### src/rtl/dcsr_pkg.sv
// Shared definitions for the DMA control/status register bank.
// Assumes at most eight rings per direction (halt flag layout is fixed).
package dcsr_pkg;

    typedef enum logic [3:0] {
        K_NONE, K_EVT, K_MASK, K_CTRL, K_CMD, K_ID,
        K_TXH, K_RXH, K_TXB, K_TXP, K_RXB, K_RXP
    } reg_kind_e;

    localparam int unsigned IDX_EVT  = 0;
    localparam int unsigned IDX_MASK = 1;
    localparam int unsigned IDX_CTRL = 2;
    localparam int unsigned IDX_CMD  = 3;
    localparam int unsigned IDX_ID   = 4;
    localparam int unsigned IDX_TXH  = 5;
    localparam int unsigned IDX_RXH  = 6;
    localparam int unsigned IDX_TXB  = 64;
    localparam int unsigned IDX_TXP  = 72;
    localparam int unsigned IDX_RXB  = 80;
    localparam int unsigned IDX_RXP  = 88;

    localparam int unsigned EVT_TXF = 0;
    localparam int unsigned EVT_RXF = 1;
    localparam logic [31:0] ERR_GROUP = 32'hFFFF_FFFC;

    localparam int unsigned TXH_TOP = 31;
    localparam int unsigned RXH_TOP = 23;

    // Mask of halt flag bits for n rings starting at bit 'top' going down
    function automatic logic [31:0] halt_field(input int unsigned n, input int unsigned top);
        logic [31:0] m;
        m = '0;
        for (int unsigned i = 0; i < n; i++) begin
            m[top - i] = 1'b1;
        end
        return m;
    endfunction

endpackage

### src/rtl/dcsr_decode.sv
// Address decoder: maps a byte address to a register kind and ring number.
// Assumes 32-bit accesses only; the two low address bits are dropped.
module dcsr_decode
    import dcsr_pkg::*;
#(
    parameter int unsigned ADDR_W    = 12,
    parameter int unsigned NUM_RINGS = 8,
    parameter int unsigned RING_W    = 3
) (
    input  logic [ADDR_W-1:0] addr_i,
    output reg_kind_e         kind_o,
    output logic [RING_W-1:0] ring_o
);
    logic [ADDR_W-3:0] word;
    int unsigned       widx;
    logic [1:0]        unused_lo_bits;

    assign word           = addr_i[ADDR_W-1:2];
    assign unused_lo_bits = addr_i[1:0];
    assign widx           = 32'(word);
    assign ring_o         = word[RING_W-1:0];

    // Classify the word index into one register kind
    always_comb begin
        kind_o = K_NONE;
        if (widx == IDX_EVT)       kind_o = K_EVT;
        else if (widx == IDX_MASK) kind_o = K_MASK;
        else if (widx == IDX_CTRL) kind_o = K_CTRL;
        else if (widx == IDX_CMD)  kind_o = K_CMD;
        else if (widx == IDX_ID)   kind_o = K_ID;
        else if (widx == IDX_TXH)  kind_o = K_TXH;
        else if (widx == IDX_RXH)  kind_o = K_RXH;
        else if (widx >= IDX_TXB && widx < IDX_TXB + NUM_RINGS) kind_o = K_TXB;
        else if (widx >= IDX_TXP && widx < IDX_TXP + NUM_RINGS) kind_o = K_TXP;
        else if (widx >= IDX_RXB && widx < IDX_RXB + NUM_RINGS) kind_o = K_RXB;
        else if (widx >= IDX_RXP && widx < IDX_RXP + NUM_RINGS) kind_o = K_RXP;
    end
endmodule

### src/rtl/dcsr_events.sv
// Event, mask and interrupt line logic.
// Assumes write strobes are one cycle wide; set strobes beat software clears.
module dcsr_events
    import dcsr_pkg::*;
(
    input  logic        clk,
    input  logic        rst_n,
    input  logic        wr_evt_i,
    input  logic        wr_mask_i,
    input  logic [31:0] wdata_i,
    input  logic [31:0] evt_set_i,
    output logic [31:0] evt_q,
    output logic [31:0] mask_q,
    output logic        irq_tx_o,
    output logic        irq_rx_o,
    output logic        irq_err_o
);
    logic [31:0] evt_nxt;
    logic [31:0] set_hit;

    // Next event value: clear written ones, then apply hardware sets
    always_comb begin
        evt_nxt = wr_evt_i ? (evt_q & ~wdata_i) : evt_q;
        evt_nxt = evt_nxt | evt_set_i;
        set_hit = evt_set_i & mask_q;
    end

    // Event and mask storage
    always_ff @(posedge clk) begin
        if (!rst_n) begin
            evt_q  <= '0;
            mask_q <= '0;
        end else begin
            evt_q <= evt_nxt;
            if (wr_mask_i) mask_q <= wdata_i;
        end
    end

    // Interrupt lines: raise on masked set, drop after a clearing event write
    always_ff @(posedge clk) begin
        if (!rst_n) begin
            irq_tx_o  <= 1'b0;
            irq_rx_o  <= 1'b0;
            irq_err_o <= 1'b0;
        end else begin
            if (set_hit[EVT_TXF])                       irq_tx_o <= 1'b1;
            else if (wr_evt_i && !evt_nxt[EVT_TXF])     irq_tx_o <= 1'b0;
            if (set_hit[EVT_RXF])                       irq_rx_o <= 1'b1;
            else if (wr_evt_i && !evt_nxt[EVT_RXF])     irq_rx_o <= 1'b0;
            if (|(set_hit & ERR_GROUP))                 irq_err_o <= 1'b1;
            else if (wr_evt_i && !(|(evt_nxt & ERR_GROUP))) irq_err_o <= 1'b0;
        end
    end


    irq_tx_fall_chk: assert property (@(posedge clk) disable iff (!rst_n)
        $fell(irq_tx_o) |-> $past(wr_evt_i))
        else $error("irq_tx fell without an event write");


    irq_err_fall_chk: assert property (@(posedge clk) disable iff (!rst_n)
        $fell(irq_err_o) |-> $past(wr_evt_i) && !(|(evt_q & ERR_GROUP)))
        else $error("irq_err fell while error events remain");


    irq_tx_raise_chk: assert property (@(posedge clk) disable iff (!rst_n)
        $past(evt_set_i[EVT_TXF] && mask_q[EVT_TXF]) |-> irq_tx_o)
        else $error("masked transmit event did not raise irq_tx");


    set_wins_chk: assert property (@(posedge clk) disable iff (!rst_n)
        (evt_q & $past(evt_set_i)) == $past(evt_set_i))
        else $error("event set strobe lost");
endmodule

### src/rtl/dcsr_halt.sv
// Per-ring transmit and receive halt flags with restart pulse generation.
// Assumes flag i of transmit sits at bit 31-i and of receive at bit 23-i.
module dcsr_halt
    import dcsr_pkg::*;
#(
    parameter int unsigned NUM_RINGS = 8
) (
    input  logic                 clk,
    input  logic                 rst_n,
    input  logic                 wr_tx_i,
    input  logic                 wr_rx_i,
    input  logic [31:0]          wdata_i,
    input  logic [NUM_RINGS-1:0] tx_set_i,
    input  logic [NUM_RINGS-1:0] rx_set_i,
    output logic [31:0]          tx_q,
    output logic [31:0]          rx_q,
    output logic [NUM_RINGS-1:0] tx_kick_o,
    output logic [NUM_RINGS-1:0] rx_kick_o
);
    localparam logic [31:0] TX_FIELD = halt_field(NUM_RINGS, TXH_TOP);
    localparam logic [31:0] RX_FIELD = halt_field(NUM_RINGS, RXH_TOP);

    logic [31:0]          tx_clr, rx_clr, tx_setv, rx_setv;
    logic [NUM_RINGS-1:0] tx_kick_nxt, rx_kick_nxt;

    genvar g;
    generate
        for (g = 0; g < NUM_RINGS; g++) begin : g_ring
            // Map per-ring strobes and decide restart pulses for ring g
            always_comb begin
                tx_kick_nxt[g] = wr_tx_i && wdata_i[TXH_TOP - g];
                rx_kick_nxt[g] = wr_rx_i && wdata_i[RXH_TOP - g] && !rx_q[RXH_TOP - g];
            end


            rx_kick_cond_chk: assert property (@(posedge clk) disable iff (!rst_n)
                rx_kick_o[g] |-> $past(wr_rx_i) && !$past(rx_q[RXH_TOP - g]))
                else $error("receive restart pulse while flag was set");


            tx_kick_cond_chk: assert property (@(posedge clk) disable iff (!rst_n)
                tx_kick_o[g] |-> $past(wr_tx_i) && !tx_q[TXH_TOP - g] || $past(tx_set_i[g]))
                else $error("transmit restart pulse without clearing write");
        end
    endgenerate

    // Expand per-ring set strobes into register bit positions
    always_comb begin
        tx_setv = '0;
        rx_setv = '0;
        for (int unsigned i = 0; i < NUM_RINGS; i++) begin
            tx_setv[TXH_TOP - i] = tx_set_i[i];
            rx_setv[RXH_TOP - i] = rx_set_i[i];
        end
        tx_clr = wr_tx_i ? wdata_i : '0;
        rx_clr = wr_rx_i ? wdata_i : '0;
    end

    // Flag storage and registered restart pulses
    always_ff @(posedge clk) begin
        if (!rst_n) begin
            tx_q      <= TX_FIELD;
            rx_q      <= RX_FIELD;
            tx_kick_o <= '0;
            rx_kick_o <= '0;
        end else begin
            tx_q      <= ((tx_q & ~tx_clr) | tx_setv) & TX_FIELD;
            rx_q      <= ((rx_q & ~rx_clr) | rx_setv) & RX_FIELD;
            tx_kick_o <= tx_kick_nxt;
            rx_kick_o <= rx_kick_nxt;
        end
    end
endmodule

### src/rtl/dcsr_rings.sv
// Base and current-pointer registers for one direction of the rings.
// Assumes at most one of the write enables is high in a cycle.
module dcsr_rings #(
    parameter int unsigned NUM_RINGS = 8,
    parameter int unsigned RING_W    = 3
) (
    input  logic                       clk,
    input  logic                       rst_n,
    input  logic                       wr_base_i,
    input  logic                       wr_ptr_i,
    input  logic [RING_W-1:0]          ring_i,
    input  logic [31:0]                wdata_i,
    output logic [NUM_RINGS-1:0][31:0] base_q,
    output logic [NUM_RINGS-1:0][31:0] ptr_q
);
    logic [31:0] aligned;

    assign aligned = {wdata_i[31:3], 3'b000};

    genvar g;
    generate
        for (g = 0; g < NUM_RINGS; g++) begin : g_ring
            // Base write aligns and reloads pointer; pointer write stores as is
            always_ff @(posedge clk) begin
                if (!rst_n) begin
                    base_q[g] <= '0;
                    ptr_q[g]  <= '0;
                end else if (32'(ring_i) == g) begin
                    if (wr_base_i) begin
                        base_q[g] <= aligned;
                        ptr_q[g]  <= aligned;
                    end else if (wr_ptr_i) begin
                        ptr_q[g]  <= wdata_i;
                    end
                end
            end
        end
    endgenerate


    base_reload_chk: assert property (@(posedge clk) disable iff (!rst_n)
        $past(wr_base_i) |-> ptr_q[$past(ring_i)] == base_q[$past(ring_i)]
                             && base_q[$past(ring_i)][2:0] == 3'b000)
        else $error("ring pointer not reloaded from aligned base");
endmodule

### src/rtl/dma_csr_bank.sv
// Top of the DMA control/status register bank: decode, write steering,
// plain registers and registered read mux.
// Assumes single-cycle 32-bit bus accesses with no wait states.
module dma_csr_bank
    import dcsr_pkg::*;
#(
    parameter int unsigned ADDR_W    = 12,
    parameter int unsigned NUM_RINGS = 8,
    parameter logic [31:0] CTRL_RST  = 32'h0000_00C0,
    parameter logic [31:0] ID_VALUE  = 32'h0102_0300
) (
    input  logic                 clk,
    input  logic                 rst_n,
    input  logic                 bus_sel_i,
    input  logic                 bus_wr_i,
    input  logic [ADDR_W-1:0]    bus_addr_i,
    input  logic [31:0]          bus_wdata_i,
    output logic [31:0]          bus_rdata_o,
    input  logic [31:0]          evt_set_i,
    input  logic [NUM_RINGS-1:0] tx_halt_set_i,
    input  logic [NUM_RINGS-1:0] rx_halt_set_i,
    output logic [NUM_RINGS-1:0] tx_kick_o,
    output logic [NUM_RINGS-1:0] rx_kick_o,
    output logic                 irq_tx_o,
    output logic                 irq_rx_o,
    output logic                 irq_err_o,
    output logic [31:0]          ctrl_word_o,
    output logic [31:0]          cmd_word_o
);
    localparam int unsigned RING_W = (NUM_RINGS > 1) ? $clog2(NUM_RINGS) : 1;

    reg_kind_e   kind;
    logic [RING_W-1:0] ring;
    logic        wr_en, rd_en;
    logic [31:0] evt_q, mask_q, txh_q, rxh_q, ctrl_q, cmd_q, rd_mux;
    logic [NUM_RINGS-1:0][31:0] txb_q, txp_q, rxb_q, rxp_q;

    assign wr_en       = bus_sel_i && bus_wr_i;
    assign rd_en       = bus_sel_i && !bus_wr_i;
    assign ctrl_word_o = ctrl_q;
    assign cmd_word_o  = cmd_q;

    dcsr_decode #(.ADDR_W(ADDR_W), .NUM_RINGS(NUM_RINGS), .RING_W(RING_W)) decode_i (
        .addr_i (bus_addr_i),
        .kind_o (kind),
        .ring_o (ring)
    );

    dcsr_events events_i (
        .clk       (clk),
        .rst_n     (rst_n),
        .wr_evt_i  (wr_en && kind == K_EVT),
        .wr_mask_i (wr_en && kind == K_MASK),
        .wdata_i   (bus_wdata_i),
        .evt_set_i (evt_set_i),
        .evt_q     (evt_q),
        .mask_q    (mask_q),
        .irq_tx_o  (irq_tx_o),
        .irq_rx_o  (irq_rx_o),
        .irq_err_o (irq_err_o)
    );

    dcsr_halt #(.NUM_RINGS(NUM_RINGS)) halt_i (
        .clk       (clk),
        .rst_n     (rst_n),
        .wr_tx_i   (wr_en && kind == K_TXH),
        .wr_rx_i   (wr_en && kind == K_RXH),
        .wdata_i   (bus_wdata_i),
        .tx_set_i  (tx_halt_set_i),
        .rx_set_i  (rx_halt_set_i),
        .tx_q      (txh_q),
        .rx_q      (rxh_q),
        .tx_kick_o (tx_kick_o),
        .rx_kick_o (rx_kick_o)
    );

    dcsr_rings #(.NUM_RINGS(NUM_RINGS), .RING_W(RING_W)) tx_rings_i (
        .clk       (clk),
        .rst_n     (rst_n),
        .wr_base_i (wr_en && kind == K_TXB),
        .wr_ptr_i  (wr_en && kind == K_TXP),
        .ring_i    (ring),
        .wdata_i   (bus_wdata_i),
        .base_q    (txb_q),
        .ptr_q     (txp_q)
    );

    dcsr_rings #(.NUM_RINGS(NUM_RINGS), .RING_W(RING_W)) rx_rings_i (
        .clk       (clk),
        .rst_n     (rst_n),
        .wr_base_i (wr_en && kind == K_RXB),
        .wr_ptr_i  (wr_en && kind == K_RXP),
        .ring_i    (ring),
        .wdata_i   (bus_wdata_i),
        .base_q    (rxb_q),
        .ptr_q     (rxp_q)
    );

    // Plain read-write control and write-only command storage
    always_ff @(posedge clk) begin
        if (!rst_n) begin
            ctrl_q <= CTRL_RST;
            cmd_q  <= '0;
        end else if (wr_en) begin
            if (kind == K_CTRL) ctrl_q <= bus_wdata_i;
            if (kind == K_CMD)  cmd_q  <= bus_wdata_i;
        end
    end

    // Select read value by access policy; write-only and unknown read zero
    always_comb begin
        unique case (kind)
            K_EVT:   rd_mux = evt_q;
            K_MASK:  rd_mux = mask_q;
            K_CTRL:  rd_mux = ctrl_q;
            K_ID:    rd_mux = ID_VALUE;
            K_TXH:   rd_mux = txh_q;
            K_RXH:   rd_mux = rxh_q;
            K_TXB:   rd_mux = txb_q[ring];
            K_TXP:   rd_mux = txp_q[ring];
            K_RXB:   rd_mux = rxb_q[ring];
            K_RXP:   rd_mux = rxp_q[ring];
            default: rd_mux = '0;
        endcase
    end

    // Registered read data, updated only on a read request
    always_ff @(posedge clk) begin
        if (!rst_n)     bus_rdata_o <= '0;
        else if (rd_en) bus_rdata_o <= rd_mux;
    end


    wo_reads_zero_chk: assert property (@(posedge clk) disable iff (!rst_n)
        $past(rd_en && kind == K_CMD) |-> bus_rdata_o == 32'h0)
        else $error("write-only register read back nonzero");


    unknown_reads_zero_chk: assert property (@(posedge clk) disable iff (!rst_n)
        $past(rd_en && kind == K_NONE) |-> bus_rdata_o == 32'h0)
        else $error("undefined location read back nonzero");


    rdata_hold_chk: assert property (@(posedge clk) disable iff (!rst_n)
        !$past(rd_en) && $past(rst_n) |-> $stable(bus_rdata_o))
        else $error("read data changed without a read");
endmodule

### config.mk
export PLATFORM = sky130hd
export DESIGN_NAME = dma_csr_bank
export DESIGN_NICKNAME = d
export VERILOG_FILES = /design/src/rtl/dcsr_pkg.sv /design/src/rtl/dcsr_decode.sv /design/src/rtl/dcsr_events.sv /design/src/rtl/dcsr_halt.sv /design/src/rtl/dcsr_rings.sv /design/src/rtl/dma_csr_bank.sv
export SDC_FILE = /design/constraint.sdc
export NUM_CORES = 2
export LEC_CHECK = 0
export ABC_CLOCK_PERIOD_IN_PS = 5970
export BUFFER_PORTS_ARGS = -buffer_cell sky130_fd_sc_hd__buf_2
export CAP_MARGIN = 20
export CELL_PAD_IN_SITES_DETAIL_PLACEMENT = 1
export CELL_PAD_IN_SITES_GLOBAL_PLACEMENT = 1
export CORE_ASPECT_RATIO = 2
export CORE_MARGIN = 4
export CORE_UTILIZATION = 54
export CTS_BUF_LIST = sky130_fd_sc_hd__clkbuf_2 sky130_fd_sc_hd__clkbuf_4 sky130_fd_sc_hd__clkbuf_8
export CTS_CLUSTER_DIAMETER = 200
export DETAILED_ROUTE_END_ITERATION = 12
export PLACE_DENSITY_LB_ADDON = 0.1
export SYNTH_ARGS = -nofsm -noshare
export SYNTH_HDL_FRONTEND = slang
export SYNTH_HIERARCHICAL = 1
export SYNTH_SLANG_ARGS = --single-unit
### constraint.sdc
create_clock -name clk -period 5.97 [get_ports clk]
set_input_delay 0.2985 -clock clk [delete_from_list [all_inputs] [get_ports clk]]
set_output_delay 0.2985 -clock clk [all_outputs]
set_load 0.02 [all_outputs]
==> summary.txt <==
Timing
  – Endpoints failing hold: 0
  – Max Slew Vio Count: 0
  – Final Setup Violations: 0
  – FMAX: between 0.2 and 0.25 GHz
  – RSZ-0062 raised after global routing: false
  – Min Tclk post-route: 4.089 ns
  – Worst-Margin Slew: 1.270 ns
  – Clk_skew: roughly 0.029 ns
  – Final WS setup: 1.881 ns
  – Slew HR: roughly 15%
  – TNS Setup: 0 ns
  – Fin crit share: 68.49%

Power
  – Clock power share: 44.4%
  – Pwr Total: 15.71 mW
  – Sequential power share: ~50%
  – Combinational group share of total power: under 10%
  – Pwr Density: approximately 260 mW/mm^2
  – Internal cell power: 11.87 mW
  – Worst vdd ir: 0.2063 mV
  – P_sw: roughly 3.8 mW
  – Leak: 21.28 nW
  – Switch share: 24.41%

Floorplan
  – Die Span X: ~230 um
  – Chip height: 454.0 um
  – Starting density of the core: 54.40%
  – Row Count: between 150 and 200
  – I/O pins: 211
  – Die area: ~0.10 mm^2
  – CORE AREA: 0.09871 mm^2

Place
  – RePlAce Congestion: around 0.97
  – HPWL after DPL: 122,600 um
  – IO buf count: approximately 210
  – Worst slack at placement: 1.234 ns

Min path
  – Hold Crit Start: bus_wdata_i[21]
  – Min-Delay Path Class: in2reg

Synth
  – Post-Synth XOR/XNOR Area: less than 1%
  – Avg Cell Area, Syn: 9.428 um^2
  – Number of flops mapped to enable cells by yosys: 0
  – Synth Area in Simple Gates: between 15 and 20%
  – Post-synthesis cell type count: 66
  – Sequential-to-total area share from yosys stat: 43.65%
  – Synth warn: 6
  – Mapped Area: 0.05370 mm^2
  – Async S/R FF share, synth: 0%
  – Post-synthesis cell count: 5,696
  – Main synth FF type: dfxtp_1
  – Largest family of logic cells by synthesized area: multiplexers
  – FF+latch count, synth: between 1,000 and 1,500
  – Post-synthesis mux area share: 20.43%
  – Synth Area in Compound Gates: a little over an eighth
  – Post-Synth Adder-Cell Area: 0%

Final layout
  – Area grow syn2layout: 10.40%
  – Layout net count: 5,852
  – Layout cells sized above 1: 15.14%

Worst setup path
  – Critical R2R Launch: events_i/mask_q[9]
  – Critical Path Sink Type: register
  – Max Fanout on Critical Path: 70
  – Critical setup path kind: in2reg
  – Crit path DAT: slightly below 5 ns
  – CP required: between 6 and 7 ns
  – Startpoint Class: input port
  – R2R Setup Slk: roughly 3.5 ns
  – CP Launch Point: bus_addr_i[3]

Clock network
  – Clk buf depth: 3
  – CTS Buf Count: about 170
  – Root buffer selected by CTS: clkbuf_8
  – H-tree depth: 4
  – Clock Pin Slew Worst Setup and Hold Paths: 0.07 ns
  – CTS tree: built
  – TritonCTS Sinks: 1,171
  – CTS Hold Bufs: 95
  – Clk_lat worst skew: 0.89 ns
  – Post-CTS Repair Setup Buffers: 0
  – Resize count post-CTS: 0

Outcome
  – Status: completed

GRT
  – Total global-route track usage: 36.33%
  – First-pass GRT wire length: 289,300 um
  – Largest net degree at the start of global routing: approximately 170
  – M3 GR Usage: 8.655%
  – Antenna violations before repair: 9
  – GRT busiest layer: met2
  – Global route overflow: 0
  – Routing usage on met1: 39.52%
  – Vias in the first global route: 46,520
  – Met2 Use GR: approximately 62%

Route
  – Residual DRC: 0
  – Via Count: roughly 44,000
  – ANT nets after route: 0
  – Drt pass-1 iters: 5
  – DR WL/cell: 27.00 um
  – First DRT Iteration DRCs: 3,080
  – Vias per std cell: about 6.1
  – Detailed-route wire length: 194,900 um

Job
  – Total of max-cap violations: 0
==> stage by stage <==
step / instances / utilization, % / area, um^2 / hold WS [ns]
after floorplan: 5789 / - / 54050 / 0.3929
final: 7218 / 60.06 / 59290 / 0.06192
after global placement: 6808 / 55.32 / 54610 / 0.4369
after detailed placement: 6808 / 55.32 / 54610 / 0.4441
after global routing: 7215 / 60.05 / 59280 / 0.02071
after CTS: 7210 / 60.02 / 59240 / 0.0003709
==> power groups by stage <==
stage | combinational, mW | clock [mW] | sequential (mW)
after floorplan | 0.577 | 0 | 8.01
after global placement | 0.810 | 0 | 8.02
final | 0.892 | 6.97 | 7.84
after detailed placement | 0.813 | 0 | 8.02
after CTS | 0.866 | 7.05 | 7.84
after global routing | 0.934 | 7.41 | 7.84
==> state kept, by name (all words and copies together), names as in the netlist, 8 cells and up <==
signal	flops
bus_rdata_o	32
ctrl_word_o	32
rx_rings_i/base_q	232
rx_rings_i/ptr_q	256
events_i/mask_q	32
cmd_word_o	32
halt_i/rx_q	8
events_i/evt_q	32
halt_i/rx_kick_o	8
tx_rings_i/base_q	232
tx_rings_i/ptr_q	256
halt_i/tx_q	8
halt_i/tx_kick_o	8
==> worst max-delay path, stage by stage <==
cell and delay, ns:
buf_8 0.46, xnor2_1 0.15, o21ai_0 0.21, nor2b_1 0.24, nor2b_1 0.57, nand2_1 0.16
nor2_1 0.83, buf_4 0.40, and4b_1 0.82, buf_4 0.35, nand2_1 0.08, a21boi_0 0.20
==> area by class of cell <==
type | count | area, um^2
well taps | 1320 | 1652
multi-input cells | 3998 | 27410
inverters | 3 | 11.26
fillers | 11170 | 39420
flip-flops and latches | 1171 | 23440
clock inverters | 23 | 165.2
clock buffers | 284 | 3521
repair buffers | 414 | 3072
diodes | 5 | 12.51
==> layout by cell type, fill, tap and decap left out, types with 92 or more instances in the layout <==
cell,count
a21boi_0,449
buf_2,204
buf_4,92
clkbuf_8,223
conb_1,96
dfxtp_1,1171
dlygate4sd3_1,95
mux2i_1,645
mux4_2,192
nand2_1,1637
nor2b_1,125
o21ai_0,99
==> Yosys cell counts, types with 12 or more instances <==
master    number  share of area [%]
clkbuf_1     282                2.0
a21o_1        20               0.28
nor2_1        58               0.41
a22o_1        28               0.46
a211oi_1      64               0.89
mux2i_1      645                 12
nand2_1     1638                 11
nand2b_1      13               0.15
o22a_1        31               0.51
a21boi_0     449                6.3
mux2_2        17               0.36
nand3_1       70               0.65
buf_4        156                2.2
a31oi_1       16               0.19
o22ai_1       21               0.24
a221oi_1      14               0.23
buf_6         40               0.84
mux4_2       192                8.1
nor2b_1      127                1.5
a22oi_1       55               0.77
and2_1        32               0.37
nor2_2        12               0.14
nor4_1        48               0.56
a211o_1       16               0.26
a21boi_1      77                1.1
dfxtp_1     1171                 44
o21ai_0       99               0.92
a21oi_1       54               0.50
buf_2        128                1.2
==> logic make-up (layout without fill, tap and decap cells) <==
logic type,Yosys count,in the layout
AO/OA/AOI/OAI,975,975
XOR/XNOR,2,2
buffers and inverters,620,724
flip-flops,1171,1171
multiplexers,854,854
other,3,101
AND/OR/NAND/NOR,2071,2071
==> routing by layer <==
layer	routed length (um)	vias to the layer above
met3	12490	684
li1	-	19550
met4	16320	6
met1	71480	22330
met5	41	-
met2	94590	1499
==> final timing paths <==
kind / endpoint / cells past startpoint
max: rx_rings_i/base_q[205] / 12
min: cmd_word_o[21] / 3
max reg2reg: bus_rdata_o[9] / 5
min reg2reg: tx_rings_i/ptr_q[119] / 2
Note: power is estimated with default switching activity, not from simulation.
